**src/rtl/mru_pwr_pkg.sv**
```systemverilog
// Shared types for the last-rank power predictor.
// Assumes nothing beyond a standard SystemVerilog package scope.
package mru_pwr_pkg;
    typedef enum logic [1:0] {
        PWR_OFF  = 2'd0,
        PWR_WAKE = 2'd1,
        PWR_ON   = 2'd2
    } pwr_state_e;
endpackage

```
**src/rtl/rank_pwr_fsm.sv**
```systemverilog
// Power state machine for one rank: OFF -> WAKE (WAKE_CYC cycles) -> ON.
// sleep wins over wake; wake only acts while the rank is off.
// Assumes WAKE_CYC >= 1.
module rank_pwr_fsm
    import mru_pwr_pkg::*;
#(
    parameter int WAKE_CYC = 8
) (
    input  logic clk,
    input  logic rst_n,
    input  logic wake,
    input  logic sleep,
    output logic is_on,
    output logic is_waking
);
    localparam int CNT_W = (WAKE_CYC > 1) ? $clog2(WAKE_CYC) : 1;

    pwr_state_e       st_q;
    logic [CNT_W-1:0] cnt_q;

    // State and power-up countdown.
    always_ff @(posedge clk) begin
        if (!rst_n) begin
            st_q  <= PWR_OFF;
            cnt_q <= '0;
        end else if (sleep) begin
            st_q  <= PWR_OFF;
            cnt_q <= '0;
        end else begin
            case (st_q)
                PWR_OFF: if (wake) begin
                    st_q  <= PWR_WAKE;
                    cnt_q <= CNT_W'(WAKE_CYC - 1);
                end
                PWR_WAKE: if (cnt_q == '0) st_q <= PWR_ON;
                          else             cnt_q <= cnt_q - 1'b1;
                default: st_q <= st_q;
            endcase
        end
    end

    // Decode state to status outputs.
    always_comb begin
        is_on     = (st_q == PWR_ON);
        is_waking = (st_q == PWR_WAKE);
    end
endmodule

```
**src/rtl/blk_rank_table.sv**
```systemverilog
// Block-to-rank table: one entry per buffer block holding its rank.
// One synchronous write port, one combinational read port. Reset clears to rank 0.
module blk_rank_table #(
    parameter int NUM_BLKS = 16,
    parameter int RANK_W   = 2,
    parameter int BLK_W    = 4
) (
    input  logic              clk,
    input  logic              rst_n,
    input  logic              wr_en,
    input  logic [BLK_W-1:0]  wr_blk,
    input  logic [RANK_W-1:0] wr_rank,
    input  logic [BLK_W-1:0]  rd_blk,
    output logic [RANK_W-1:0] rd_rank
);
    logic [RANK_W-1:0] tab_q [NUM_BLKS];

    // Entry storage with reset to rank 0.
    always_ff @(posedge clk) begin
        if (!rst_n) begin
            for (int i = 0; i < NUM_BLKS; i++) tab_q[i] <= '0;
        end else if (wr_en) begin
            tab_q[wr_blk] <= wr_rank;
        end
    end

    // Lookup for the presented request.
    always_comb rd_rank = tab_q[rd_blk];
endmodule

```
**src/rtl/mru_rank_pwr.sv**
```systemverilog
// Last-rank power predictor. On io_start it powers the rank used by the
// previous I/O. When a request arrives, its rank is looked up and compared
// with the guess; non-target ranks are switched off and the real rank is woken.
// Assumes requests are held until granted and io_start never coincides with
// the first cycle of a request.
module mru_rank_pwr #(
    parameter int NUM_RANKS = 4,
    parameter int NUM_BLKS  = 16,
    parameter int WAKE_CYC  = 8,
    parameter int CNT_W     = 16,
    localparam int RANK_W   = (NUM_RANKS > 1) ? $clog2(NUM_RANKS) : 1,
    localparam int BLK_W    = (NUM_BLKS > 1) ? $clog2(NUM_BLKS) : 1
) (
    input  logic                 clk,
    input  logic                 rst_n,
    input  logic                 io_start,
    input  logic                 place_en,
    input  logic [BLK_W-1:0]     place_blk,
    input  logic [RANK_W-1:0]    place_rank,
    input  logic                 req_valid,
    input  logic [BLK_W-1:0]     req_blk,
    output logic                 req_grant,
    output logic [RANK_W-1:0]    req_rank,
    output logic [RANK_W-1:0]    pred_rank,
    output logic [NUM_RANKS-1:0] rank_on,
    output logic [NUM_RANKS-1:0] rank_wake,
    output logic [CNT_W-1:0]     hit_cnt,
    output logic [CNT_W-1:0]     miss_cnt
);
    logic [RANK_W-1:0]    act_rank;
    logic [RANK_W-1:0]    pred_q;
    logic                 seen_q;
    logic                 first;
    logic                 hit;
    logic                 steer;
    logic [RANK_W-1:0]    target;
    logic [NUM_RANKS-1:0] wake_v;
    logic [NUM_RANKS-1:0] sleep_v;

    blk_rank_table #(
        .NUM_BLKS (NUM_BLKS),
        .RANK_W   (RANK_W),
        .BLK_W    (BLK_W)
    ) u_tab (
        .clk     (clk),
        .rst_n   (rst_n),
        .wr_en   (place_en),
        .wr_blk  (place_blk),
        .wr_rank (place_rank),
        .rd_blk  (req_blk),
        .rd_rank (act_rank)
    );

    // First cycle of a request and prediction outcome.
    always_comb begin
        first = req_valid && !seen_q;
        hit   = (act_rank == pred_q);
    end

    // Choose the one rank to keep powered and the ranks to switch off.
    always_comb begin
        steer  = 1'b0;
        target = pred_q;
        if (first) begin
            steer  = 1'b1;
            target = act_rank;
        end else if (io_start) begin
            steer  = 1'b1;
        end
        for (int r = 0; r < NUM_RANKS; r++) begin
            wake_v[r]  = steer && (RANK_W'(r) == target);
            sleep_v[r] = steer && (RANK_W'(r) != target);
        end
    end

    generate
        for (genvar g = 0; g < NUM_RANKS; g++) begin : g_rank
            rank_pwr_fsm #(.WAKE_CYC(WAKE_CYC)) u_fsm (
                .clk       (clk),
                .rst_n     (rst_n),
                .wake      (wake_v[g]),
                .sleep     (sleep_v[g]),
                .is_on     (rank_on[g]),
                .is_waking (rank_wake[g])
            );
        end
    endgenerate

    // Request tracking, prediction register and outcome counters.
    always_ff @(posedge clk) begin
        if (!rst_n) begin
            seen_q   <= 1'b0;
            pred_q   <= '0;
            hit_cnt  <= '0;
            miss_cnt <= '0;
        end else begin
            seen_q <= req_valid && !req_grant;
            if (first) begin
                pred_q <= act_rank;
                if (hit) hit_cnt  <= hit_cnt + 1'b1;
                else     miss_cnt <= miss_cnt + 1'b1;
            end
        end
    end

    // Grant as soon as the resolved rank is on.
    always_comb begin
        req_grant = req_valid && rank_on[act_rank];
        req_rank  = act_rank;
        pred_rank = pred_q;
    end
endmodule

```
**config.mk**
```make
export PLATFORM = sky130hd
export DESIGN_NAME = mru_rank_pwr
export DESIGN_NICKNAME = d
export VERILOG_FILES = /design/src/rtl/mru_pwr_pkg.sv /design/src/rtl/rank_pwr_fsm.sv /design/src/rtl/blk_rank_table.sv /design/src/rtl/mru_rank_pwr.sv
export SDC_FILE = /design/constraint.sdc
export NUM_CORES = 1
export LEC_CHECK = 0
export ABC_AREA = 1
export CORE_MARGIN = 3
export CORE_UTILIZATION = 30
export DETAILED_ROUTE_END_ITERATION = 10
export GPL_ROUTABILITY_DRIVEN = 0
export PLACE_DENSITY = 0.53
export SLEW_MARGIN = 20
export SYNTH_ARGS = -nofsm -noshare
export SYNTH_HDL_FRONTEND = slang
export SYNTH_SLANG_ARGS = --single-unit
```
**constraint.sdc**
```tcl
create_clock -name clk -period 5.05 [get_ports clk]
set_input_delay 1.01 -clock clk [delete_from_list [all_inputs] [get_ports clk]]
set_output_delay 1.01 -clock clk [all_outputs]
set_load 0.01 [all_outputs]
```
==> reports/metrics.csv <==
stage,metric,value,unit
drt,via count,4348,
yosys,compound-gate portion of the synthesized area,0.0638,
drt,met2 WL,5320,um
clocking,CTS Buf Count,9,
setup_path,r2r worst-path depth,9,
pwr,VDD IR max,0.144,mV
sta,final setup vio count,0,
die,die width,133,um
sta,Sum Neg Setup Slack,0,ns
yosys,Syn Area/Cell,7.25,sq um
place,# port buffers,59,
drt,via/cell ratio,4.67,
pwr,clock share of power,0.394,
finish,# fillers,1596,
run,max-cap violations,0,
clocking,Post-CTS Setup Bufs,0,
setup_path,startpoint types,input pin,
pwr,switch share,0.282,
yosys,Syn Inst Count,669,
die,Starting Density,0.313,
drt,Starting DRT DRC Count,339,
yosys,Post-Synth Adder-Cell Area,0.0258,
sta,Final Cycle Share,0.870,
pwr,net switching power figure,470,uW
yosys,multiplexer share of the synthesized area,0,
die,DIE AREA,0.0177,sq mm
drt,Residual DRC,0,
run_status,status,completed,
pwr,Tot Pwr,1.67,mW
global_routing,largest net degree at the start of global routing,34,
setup_path,CP Capture Point,req_grant,
global_routing,initial antenna violation count,0,
yosys,Netlist cell types,29,
setup_path,Critical Path Sink Type,output port,
setup_path,Required @ worst endpoint,4.04,ns
setup_path,Critical Path AT,3.38,ns
sta,Setup Skew,0.00899,ns
global_routing,total track usage,0.139,
clocking,clock buffer depth,2,
yosys,Ys Warns,0,
finish,NumNets Final,740,
place,post-DP HPWL,8820,um
setup_path,crit path from,req_blk[0],
global_routing,vias in the first global route,4107,
sta,max_slew headroom,0.615,
yosys,simple-gate area share of the yosys netlist,0.342,
clocking,H-tree depth,3,
finish,"Area growth, synth to finish",21.1,%
clocking,TritonCTS clock tree,yes,
finish,layout cells sized above 1,0.0500,
sta,Final Hold Fails,0,
drt,DRT Pass-1 Iters,6,
finish,"commonest non-fill, non-tap cell in the layout",nand2_1,
clocking,cts hold-fix bufs,0,
yosys,Post-synth top flop,dfxtp_1,
pwr,Seq pwr share,0.464,
setup_path,Reg-to-Reg Start,u_tab.tab_q[8][0],
clocking,clock slew at reported path FFs,0.07,ns
sta,Slew Limit Fails,0,
drt,metal3 WL,667,um
pwr,Combinational Power Share,0.143,
setup_path,Reg2Reg Capture Point,hit_cnt[8],
yosys,xor and xnor area share after synthesis,0.0545,
pwr,leakage,2.24,nW
yosys,mapped cell area,0.00485,sq mm
clocking,root buf cell,clkbuf_16,
global_routing,first-pass GRT wire length,20200,um
sta,Tmin final,4.39,ns
hold_path,Worst Hold Class,reg -> reg,
drt,DR WL/cell,13.1,um
drt,max layer used,met4,
setup_path,Crit Path Category,in -> out,
yosys,asr flop ratio synth,0,
die,I/O pins,60,
die,Core Rows,45,
sta,Worst Max-Slew Pin Slew,0.577,ns
pwr,Pwr Density,284,mW/mm^2
clocking,Resize count post-CTS,0,
finish,most frequent cells in the layout,"nand2_1 (179), nor2_1 (77), nand3_1 (73)",
setup_path,"setup slack, reg-to-reg",2.70,ns
clocking,Clock Sinks,87,
yosys,number of flops mapped to enable cells by yosys,32,
drt,met1 wire length,6020,um
yosys,main combinational cell family by area after synthesis,simple AND/OR/NAND/NOR gates,
yosys,number of synthesized register bits,87,
sta,RSZ-0062 raised after global routing,no,
die,die height,133,um
yosys,register area share after synthesis,0.425,
hold_path,Hold Startpoint,g_rank[1].u_fsm.cnt_q[1],
die,core area,0.0155,sq mm
clocking,worst skew pair latency,0.35,ns
drt,Routed WL,12200,um
sta,max frequency,228,MHz
global_routing,Overflow after GRT,0,
pwr,cell internal pwr,1.20,mW
yosys,Syn Nets,694,
setup_path,CP max FO,22,
finish,ANT cells,0,
drt,"antenna viol nets, final",0,
## flip-flops by register name (all words and copies together) (netlist names)
| name | cells |
|---|---|
| g_rank.u_fsm.cnt_q | 12 |
| miss_cnt | 16 |
| pred_rank | 2 |
| hit_cnt | 16 |
| u_tab.tab_q | 32 |
| seen_q | 1 |
| g_rank.u_fsm.st_q | 8 |
## per-layer routing
metal,vias to the layer above,global-route usage
met5,-,0
met3,12,0.0347
met2,105,0.208
met4,0,0.0434
li1,2254,-
met1,1977,0.199
## per-stage QoR
step / area (sq um) / hold slack (ns) / utilization / setup WS [ns] / cells
2_1_floorplan: 4850 / 0.440 / - / 1.97 / 669
3_3_place_gp: 5580 / 0.460 / 0.360 / 0.716 / 915
3_5_place_dp: 5580 / 0.472 / 0.360 / 0.631 / 915
4_1_cts: 5870 / 0.486 / 0.379 / 0.630 / 931
5_1_grt: 5870 / 0.515 / 0.379 / 0.419 / 931
6_report: 5870 / 0.484 / 0.379 / 0.657 / 931
## worst min path at each step
| stage | to | slack, ns | cells after the start |
|---|---|---|---|
| after detailed placement | g_rank[3].u_fsm.cnt_q[1] | 0.47 | 2 |
| after CTS | g_rank[3].u_fsm.cnt_q[1] | 0.49 | 2 |
| final | g_rank[1].u_fsm.cnt_q[1] | 0.48 | 2 |
| after global placement | g_rank[3].u_fsm.cnt_q[1] | 0.46 | 2 |
| after floorplan | g_rank[3].u_fsm.cnt_q[1] | 0.44 | 2 |
| after global routing | g_rank[2].u_fsm.cnt_q[1] | 0.51 | 2 |
## final cells by class
| cell class | count | area [sq um] | share of cell area |
|---|---|---|---|
| clock buffers | 10 | 250 | 0.0426 |
| clock inverters | 6 | 41.3 | 0.00703 |
| inverters | 73 | 274 | 0.0467 |
| multi-input cells | 481 | 2360 | 0.402 |
| flip-flops and latches | 87 | 2060 | 0.351 |
| well taps | 211 | 264 | 0.0450 |
| repair buffers | 63 | 621 | 0.106 |
## power groups by stage
stage | clock (mW) | combinational [mW] | sequential [mW]
after CTS | 0.673 | 0.239 | 0.773
after floorplan | 0 | 0.166 | 0.784
final | 0.656 | 0.238 | 0.773
after global placement | 0 | 0.236 | 0.788
after global routing | 0.700 | 0.268 | 0.776
after detailed placement | 0 | 0.237 | 0.789
## worst max-delay path, cell delays in order
cell and delay (ns):
clkdlybuf4s50_1 0.45, buf_4 0.22, inv_2 0.13, nand2_1 0.09
nand3_1 0.07, nand3_1 0.10, nand3_2 0.11, nand2_4 0.15
a21oi_1 0.08, o21ai_0 0.09, o21ai_0 0.16, nor2_1 0.15
clkdlybuf4s50_1 0.55
## synth_stat cells, types with 10 or more instances
cell type  instances  area (sq um)
nand4_1           18           113
xor2_1            18           158
nand2_1          179           672
a21oi_1           50           250
clkbuf_1          10          37.5
edfxtp_1          32           961
dfxtp_1           55          1100
nor2_1            78           293
inv_1             70           263
ha_1              10           125
nor3_1            19          95.1
nand3_1           73           365
## cells by family after synthesis
family	after synthesis
flip-flops	87
AO/OA/AOI/OAI	61
adder cells (fa/ha/maj)	10
buffers and inverters	101
AND/OR/NAND/NOR	382
XOR/XNOR	28
(Power assumes the default switching activity.)
